File: config.mk
export PLATFORM = sky130hd
export DESIGN_NAME = ts_pid_filter
export DESIGN_NICKNAME = d
export VERILOG_FILES = /design/src/rtl/ts_pkg.sv /design/src/rtl/ts_sync_lock.sv /design/src/rtl/ts_pid_match.sv /design/src/rtl/ts_cc_track.sv /design/src/rtl/ts_pid_filter.sv
export SDC_FILE = /design/constraint.sdc
export NUM_CORES = 2
export LEC_CHECK = 0
export BUFFER_PORTS_ARGS = -buffer_cell sky130_fd_sc_hd__buf_4
export CAP_MARGIN = 20
export CORE_UTILIZATION = 55
export DETAILED_ROUTE_END_ITERATION = 16
export MAX_ROUTING_LAYER = met4
export PLACE_DENSITY_LB_ADDON = 0.15
export SLEW_MARGIN = 10
export SYNTH_ARGS = -nofsm -noshare
export SYNTH_HDL_FRONTEND = slang
export SYNTH_HIERARCHICAL = 1
export SYNTH_SLANG_ARGS = --single-unit
export TNS_END_PERCENT = 1
File: constraint.sdc
create_clock -name clk -period 6.9 [get_ports clk]
set_input_delay 0.69 -clock clk [delete_from_list [all_inputs] [get_ports clk]]
set_output_delay 0.69 -clock clk [all_outputs]
set_load 0.05 [all_outputs]
File: src/rtl/ts_pkg.sv
package ts_pkg;
    localparam logic [7:0]  SYNC_BYTE = 8'h47;
    localparam logic [12:0] NULL_PID  = 13'h1FFF;

    typedef enum logic [1:0] {
        ST_HUNT  = 2'd0,
        ST_CHECK = 2'd1,
        ST_LOCK  = 2'd2
    } lock_st_e;
endpackage

File: src/rtl/ts_sync_lock.sv
module ts_sync_lock
    import ts_pkg::*;
#(
    parameter int PKT_LEN  = 188,
    parameter int LOCK_CNT = 3,
    localparam int POS_W   = $clog2(PKT_LEN),
    localparam int CNT_W   = $clog2(LOCK_CNT + 1)
) (
    input  logic             clk,
    input  logic             rst_n,
    input  logic             in_valid,
    input  logic [7:0]       in_byte,
    output logic             locked,
    output logic             pkt_act,
    output logic [POS_W-1:0] pos
);
    typedef struct packed {
        lock_st_e         st;
        logic [POS_W-1:0] pos;
        logic [CNT_W-1:0] cnt;
        logic             pkt;
    } state_t;

    state_t q, d;
    logic   is_sync;
    logic   at_sync;
    logic [POS_W-1:0] pos_inc;

    always_comb begin
        d       = q;
        is_sync = (in_byte == SYNC_BYTE);
        at_sync = (q.pos == '0);
        pos_inc = (q.pos == POS_W'(PKT_LEN - 1)) ? '0 : q.pos + POS_W'(1);
        if (in_valid) begin
            unique case (q.st)
                ST_HUNT: begin
                    if (is_sync) begin
                        d.st  = ST_CHECK;
                        d.cnt = CNT_W'(1);
                        d.pos = POS_W'(1);
                    end
                end
                ST_CHECK: begin
                    if (!at_sync) begin
                        d.pos = pos_inc;
                    end else if (is_sync) begin
                        d.pos = POS_W'(1);
                        if (q.cnt == CNT_W'(LOCK_CNT - 1)) begin
                            d.st  = ST_LOCK;
                            d.cnt = '0;
                            d.pkt = 1'b1;
                        end else begin
                            d.cnt = q.cnt + CNT_W'(1);
                        end
                    end else begin
                        d.st  = ST_HUNT;
                        d.cnt = '0;
                        d.pos = '0;
                    end
                end
                default: begin
                    if (!at_sync) begin
                        d.pos = pos_inc;
                    end else if (is_sync) begin
                        d.pos = POS_W'(1);
                        d.pkt = 1'b1;
                    end else begin
                        d.st  = ST_HUNT;
                        d.pkt = 1'b0;
                        d.pos = '0;
                    end
                end
            endcase
        end
    end

    always_ff @(posedge clk) begin
        if (!rst_n) begin
            q <= '{st: ST_HUNT, pos: '0, cnt: '0, pkt: 1'b0};
        end else begin
            q <= d;
        end
    end

    assign locked  = (q.st == ST_LOCK);
    assign pkt_act = q.pkt;
    assign pos     = q.pos;


    lock_rise_chk: assert property (@(posedge clk) disable iff (!rst_n)
        $rose(locked) |-> $past(in_valid && in_byte == SYNC_BYTE));


    lock_fall_chk: assert property (@(posedge clk) disable iff (!rst_n)
        $fell(locked) |-> $past(in_valid && in_byte != SYNC_BYTE));


    pkt_needs_lock_chk: assert property (@(posedge clk) disable iff (!rst_n)
        pkt_act |-> locked);
endmodule

File: src/rtl/ts_pid_match.sv
module ts_pid_match
    import ts_pkg::*;
#(
    parameter int N_ENT   = 64,
    localparam int IDX_W  = $clog2(N_ENT)
) (
    input  logic             clk,
    input  logic             rst_n,
    input  logic             cfg_we,
    input  logic [IDX_W-1:0] cfg_addr,
    input  logic [12:0]      cfg_pid,
    input  logic             cfg_en,
    input  logic [12:0]      look_pid,
    output logic             hit,
    output logic [IDX_W-1:0] hit_idx
);
    typedef struct packed {
        logic [N_ENT-1:0][12:0] pid;
        logic [N_ENT-1:0]       en;
    } state_t;

    state_t q, d;
    logic [N_ENT-1:0] lane_eq;

    for (genvar g = 0; g < N_ENT; g++) begin : g_lane
        assign lane_eq[g] = q.en[g] && (q.pid[g] == look_pid);
    end

    always_comb begin
        d = q;
        if (cfg_we) begin
            d.pid[cfg_addr] = cfg_pid;
            d.en[cfg_addr]  = cfg_en;
        end
    end

    always_comb begin
        hit_idx = '0;
        for (int i = N_ENT - 1; i >= 0; i--) begin
            if (lane_eq[i]) hit_idx = IDX_W'(i);
        end
        hit = |lane_eq;
    end

    always_ff @(posedge clk) begin
        if (!rst_n) begin
            q <= '0;
        end else begin
            q <= d;
        end
    end


    disabled_no_hit_chk: assert property (@(posedge clk) disable iff (!rst_n)
        (cfg_we && !cfg_en) |=> !(hit && hit_idx == $past(cfg_addr)));


    enabled_hits_chk: assert property (@(posedge clk) disable iff (!rst_n)
        (cfg_we && cfg_en) |=> (look_pid != $past(cfg_pid) || hit));
endmodule

File: src/rtl/ts_cc_track.sv
module ts_cc_track #(
    parameter int N_ENT   = 64,
    localparam int IDX_W  = $clog2(N_ENT)
) (
    input  logic             clk,
    input  logic             rst_n,
    input  logic             chk,
    input  logic [IDX_W-1:0] chk_idx,
    input  logic [3:0]       chk_cc,
    input  logic             clr_we,
    input  logic [IDX_W-1:0] clr_idx,
    output logic             lost_pulse,
    output logic [IDX_W-1:0] lost_idx,
    output logic [N_ENT-1:0] sticky
);
    typedef struct packed {
        logic [N_ENT-1:0][3:0] last;
        logic [N_ENT-1:0]      seen;
        logic [N_ENT-1:0]      sticky;
        logic                  pulse;
        logic [IDX_W-1:0]      pidx;
    } state_t;

    state_t q, d;
    logic [3:0] want_cc;

    always_comb begin
        d       = q;
        d.pulse = 1'b0;
        want_cc = q.last[chk_idx] + 4'd1;
        if (chk) begin
            if (q.seen[chk_idx] && chk_cc != want_cc) begin
                d.pulse           = 1'b1;
                d.pidx            = chk_idx;
                d.sticky[chk_idx] = 1'b1;
            end
            d.seen[chk_idx] = 1'b1;
            d.last[chk_idx] = chk_cc;
        end
        if (clr_we) begin
            d.seen[clr_idx]   = 1'b0;
            d.sticky[clr_idx] = 1'b0;
        end
    end

    always_ff @(posedge clk) begin
        if (!rst_n) begin
            q <= '0;
        end else begin
            q <= d;
        end
    end

    assign lost_pulse = q.pulse;
    assign lost_idx   = q.pidx;
    assign sticky     = q.sticky;


    pulse_single_chk: assert property (@(posedge clk) disable iff (!rst_n)
        lost_pulse |=> !lost_pulse);


    sticky_rise_chk: assert property (@(posedge clk) disable iff (!rst_n)
        (|(sticky & ~$past(sticky))) |-> lost_pulse);
endmodule

File: src/rtl/ts_pid_filter.sv
module ts_pid_filter
    import ts_pkg::*;
#(
    parameter int N_ENT    = 64,
    parameter int PKT_LEN  = 188,
    parameter int LOCK_CNT = 3,
    localparam int IDX_W   = $clog2(N_ENT),
    localparam int POS_W   = $clog2(PKT_LEN),
    localparam int HDR_DLY = 3
) (
    input  logic             clk,
    input  logic             rst_n,
    input  logic             in_valid,
    input  logic [7:0]       in_byte,
    input  logic             cfg_we,
    input  logic [IDX_W-1:0] cfg_addr,
    input  logic [12:0]      cfg_pid,
    input  logic             cfg_en,
    output logic             out_valid,
    output logic [7:0]       out_byte,
    output logic             out_sop,
    output logic [IDX_W-1:0] out_chan,
    output logic             locked,
    output logic             lost_pulse,
    output logic [IDX_W-1:0] lost_chan,
    output logic [N_ENT-1:0] lost_sticky
);
    typedef struct packed {
        logic [HDR_DLY-1:0][7:0] taps;
        logic [4:0]              pid_hi;
        logic                    fwd;
        logic [IDX_W-1:0]        chan;
        logic [POS_W-1:0]        left;
        logic                    out_valid;
        logic [7:0]              out_byte;
        logic                    out_sop;
        logic [IDX_W-1:0]        out_chan;
    } state_t;

    state_t q, d;

    logic             pkt_act;
    logic [POS_W-1:0] pos;
    logic [12:0]      look_pid;
    logic             hit;
    logic [IDX_W-1:0] hit_idx;
    logic             start;
    logic             emit;

    ts_sync_lock #(.PKT_LEN(PKT_LEN), .LOCK_CNT(LOCK_CNT)) u_lock (
        .clk(clk), .rst_n(rst_n), .in_valid(in_valid), .in_byte(in_byte),
        .locked(locked), .pkt_act(pkt_act), .pos(pos)
    );

    assign look_pid = {q.pid_hi, in_byte};

    ts_pid_match #(.N_ENT(N_ENT)) u_match (
        .clk(clk), .rst_n(rst_n), .cfg_we(cfg_we), .cfg_addr(cfg_addr),
        .cfg_pid(cfg_pid), .cfg_en(cfg_en), .look_pid(look_pid),
        .hit(hit), .hit_idx(hit_idx)
    );

    assign start = in_valid && pkt_act && (pos == POS_W'(HDR_DLY)) && q.fwd;
    assign emit  = start || (q.left != '0);

    ts_cc_track #(.N_ENT(N_ENT)) u_cc (
        .clk(clk), .rst_n(rst_n), .chk(start), .chk_idx(q.chan),
        .chk_cc(in_byte[3:0]), .clr_we(cfg_we), .clr_idx(cfg_addr),
        .lost_pulse(lost_pulse), .lost_idx(lost_chan), .sticky(lost_sticky)
    );

    always_comb begin
        d           = q;
        d.out_valid = 1'b0;
        d.out_sop   = 1'b0;
        if (in_valid) begin
            for (int i = HDR_DLY - 1; i > 0; i--) begin
                d.taps[i] = q.taps[i-1];
            end
            d.taps[0] = in_byte;
            if (pkt_act && pos == POS_W'(1)) begin
                d.pid_hi = in_byte[4:0];
            end
            if (pos == POS_W'(2)) begin
                d.fwd  = pkt_act && hit && (look_pid != NULL_PID);
                d.chan = hit_idx;
            end
            if (emit) begin
                d.out_valid = 1'b1;
                d.out_byte  = q.taps[HDR_DLY-1];
                d.out_sop   = start;
                if (start) begin
                    d.out_chan = q.chan;
                    d.left     = POS_W'(PKT_LEN - 1);
                end else begin
                    d.left = q.left - POS_W'(1);
                end
            end
        end
    end

    always_ff @(posedge clk) begin
        if (!rst_n) begin
            q <= '0;
        end else begin
            q <= d;
        end
    end

    assign out_valid = q.out_valid;
    assign out_byte  = q.out_byte;
    assign out_sop   = q.out_sop;
    assign out_chan  = q.out_chan;


    sop_is_sync_chk: assert property (@(posedge clk) disable iff (!rst_n)
        out_sop |-> (out_byte == SYNC_BYTE && out_valid));


    out_paced_chk: assert property (@(posedge clk) disable iff (!rst_n)
        out_valid |-> $past(in_valid));


    chan_steady_chk: assert property (@(posedge clk) disable iff (!rst_n)
        (out_valid && !out_sop) |-> $stable(out_chan));
endmodule

==> flow_metrics.py <==
metrics = {
    "status": {
        "outcome": "complete, no violations",
    },
    "clocking": {
        "insertion_delay_ns": 0.77,
        "post_cts_buffers": 0,
        "clock_path_buffers": 3,
        "cts-buffers-inserted": 146,
        "path_clk_slew_ns": 0.06,
        "h-tree-depth": 4,
        "clock_sinks": 1360,
        "cts-resized-gates": 0,
        "clock_tree.root_cell": "clkbuf_16",
        "hold_buffers": 0,
        "cts_tree": "built",
    },
    "finish": {
        "seq_area_um2": 27300,
        "multi_input_area_um2": 35600,
        "n_fill_cell": 10900,
        "nets": 7942,
        "drive_gt1_share_pct": 7.10,
        "synthToLayoutAreaGrowth_pct": 7.55,
        "final_cells": 9634,
    },
    "critical_path": {
        "required_ns": 7.53,
        "cp_max_fo": 37,
        "crit_family": "simple AND/OR/NAND/NOR gates",
        "crit_path_cell_trace": "buf_4 > or3b_1 > o22ai_1 > or4_1 > a2111oi_2 > nand4_1 > xor2_1 > xnor2_4 > o21ai_4 > buf_4 > o31ai_1",
        "slowest_stage": "dfxtp_4",
        "crit_path_max_incr_delay_ns": 0.77,
        "endpoint_kind": "flop",
        "startpoint_type": "flop",
        "path_buf_inv": 2,
        "cpMostUsedCell": "buf_4",
        "critPathKind": "flop to flop",
        "critical_path_arrival_ns": 5.71,
    },
    "synth": {
        "synth_edf_count": 0,
        "synth_flop_cell": "dfxtp_1",
        "syn_area_um2": 66700,
        "synth.net_count": 8290,
        "synthTopCellsByArea": "dfxtp_1 41%, nand2_1 14%, xnor2_1 10%",
        "synth_seq_area_share_pct": 40.8,
        "synth_seq_cells": 1360,
        "yosys.area.top_type_share_pct": 40.8,
        "ys_types": 106,
        "yosys_warnings": 6,
        "syn_area_per_cell_um2": 8.08,
        "synth_top_area_cell": "dfxtp_1",
        "synthCells": 8253,
        "yosysMostFrequentCell": "nand2_1",
        "synth_common_cells": "2442 x nand2_1, 1360 x dfxtp_1, 907 x a21boi_0, 778 x xnor2_1, 477 x clkbuf_1",
        "synthArstFlopShare_pct": 0,
    },
    "timing": {
        "setup_viol": 0,
        "fmaxAchievable_mhz": 197,
        "min_period_ns": 5.07,
        "finalCritPeriodShare_pct": 73.5,
        "slew_headroom_pct": 11.5,
        "report.final.slew_viol_count": 0,
        "finalHoldViolations": 0,
        "fin_skew_ns": 0.0257,
        "worst_pin_slew_ns": 1.33,
        "rsz0062_at_grt": "false",
        "setup-tns-final_ns": 0,
    },
    "detailed_routing": {
        "viasPerCell": 6.12,
        "dr.pass1.iters": 8,
        "ant_nets": 0,
        "drc": 0,
        "drt_iter0_markers": 7350,
        "avgRoutedWirePerCell_um": 24.9,
        "num_vias": 58900,
        "totalWireLength_um": 240000,
    },
    "power_and_ir_drop": {
        "ir_worst_vdd_uv": 285,
        "power_per_cell_area_nw_per_um2": 238,
        "power_mw": 17.1,
        "p_leak_nw": 22.0,
    },
    "place": {
        "dp_hpwl_um": 146000,
        "place.port_buffers": 119,
        "gp_congestion": 1.02,
        "dp_cells": 9368,
    },
    "min_path": {
        "min_path_type": "input pin to flop",
    },
    "floorplanning": {
        "num_rows": 127,
        "dieArea_um2": 123000,
        "die_w_um": 350,
        "start_util_pct": 55.5,
        "die_h_um": 350,
        "design.portCount": 120,
        "core_area_um2": 120000,
    },
    "grt": {
        "grt-ovfl-total": 0,
        "grtUsageTotal_pct": 39.2,
        "grt_max_degree": 250,
        "grt_pass1_vias": 54700,
        "antenna_found_initial": 5,
        "grt_pass1_wl_um": 353000,
    },
    "job": {
        "max_cap_violations": 0,
    },
}
## where the power goes
part / internal (mW) / switching, mW / leakage, nW / total, mW
clock: 4.63 / 3.32 / 2.37 / 7.94
sequential: 7.90 / 0.0437 / 11.0 / 7.94
combinational: 0.367 / 0.810 / 8.67 / 1.18
## worst paths after layout
kind | start | end | slack [ns] | cells after the start
hold reg to reg | q[58] | out_byte[6] | 0.44 | 2
hold / removal | cfg_pid[1] | u_match/q[767] | 0.34 | 3
setup / recovery | q[25] | u_cc/sticky[41] | 1.83 | 11
setup reg to reg | q[25] | u_cc/sticky[41] | 1.83 | 11
## cell type report
class / count / area share, %
diodes: 7 / 0.0244
clock buffers: 214 / 6.02
clock inverters: 44 / 0.635
inverters: 58 / 0.314
multi-input cells: 6115 / 49.6
flip-flops and latches: 1360 / 38.0
well taps: 1612 / 2.81
repair buffers: 224 / 2.62
## through the flow
step                      utilization [%]  setup slack [ns]  area [um^2]  hold WS, ns
final                                59.7              1.83        71700        0.337
after global placement               55.6              1.84        66800        0.440
after global routing                 59.7              1.74        71700        0.335
after floorplan                         -              3.58        66700        0.425
after detailed placement             55.7              1.98        66900        0.442
after CTS                            59.7              2.05        71700        0.302
## sequential cells by signal, summed over array words and instances, names as in the netlist
signal	flops
u_cc/lost_pulse	1
out_sop	1
out_byte	8
out_valid	1
out_chan	6
u_lock/pkt_act	1
look_pid	5
u_cc/q	320
u_lock/pos	8
u_lock/q	4
u_match/q	896
u_cc/sticky	64
q	39
u_cc/lost_idx	6
## cell usage in the layout, fill, tap and decap left out, drive strengths merged, types with 10 or more instances in the layout
cell type  instances
a21boi           910
a21oi            308
a221oi            10
a22oi             35
and2              16
and3              18
buf              220
clkbuf           218
clkinv            32
dfxtp           1360
inv               60
mux2i             91
mux4              16
nand2           2443
nand3             55
nand3b            12
nand4            286
nor2             317
nor2b             59
nor3              35
nor4             116
nor4b             10
o211ai            66
o21ai            210
o22ai             35
o31ai             38
or3               11
or4               20
xnor2            786
xor2              53
## worst reg2reg max path, cell delays in order, from the launching register on
cell	delay, ns
dfxtp_4	0.77
buf_4	0.47
or3b_1	0.70
o22ai_1	0.21
or4_1	0.57
a2111oi_2	0.42
nand4_1	0.16
xor2_1	0.37
xnor2_4	0.14
o21ai_4	0.43
buf_4	0.53
o31ai_1	0.18
## per-layer routing
metal | vias up | global-route usage [%] | part of all wire, %
li1 | 26800 | - | -
met1 | 28300 | 51.1 | 41
met2 | 3076 | 57.7 | 43
met3 | 686 | 7.20 | 9.8
met4 | 0 | 20.5 | 5.7
met5 | - | - | 0
## kinds of logic (layout without fill, tap and decap cells)
kind of cell    count (synthesis)  count (layout)  synth area share (%)
other cells                     0               7                     0
fa+ha+maj                       5               5                0.0938
buf+inv                       778             540                  6.00
mux                           116             116                  2.06
flops                        1360            1360                  40.8
xor+xnor                      839             839                  11.1
simple gates                 3456            3456                  22.6
compound gates               1699            1699                  17.3
Note: power is estimated with default switching activity, not from simulation.
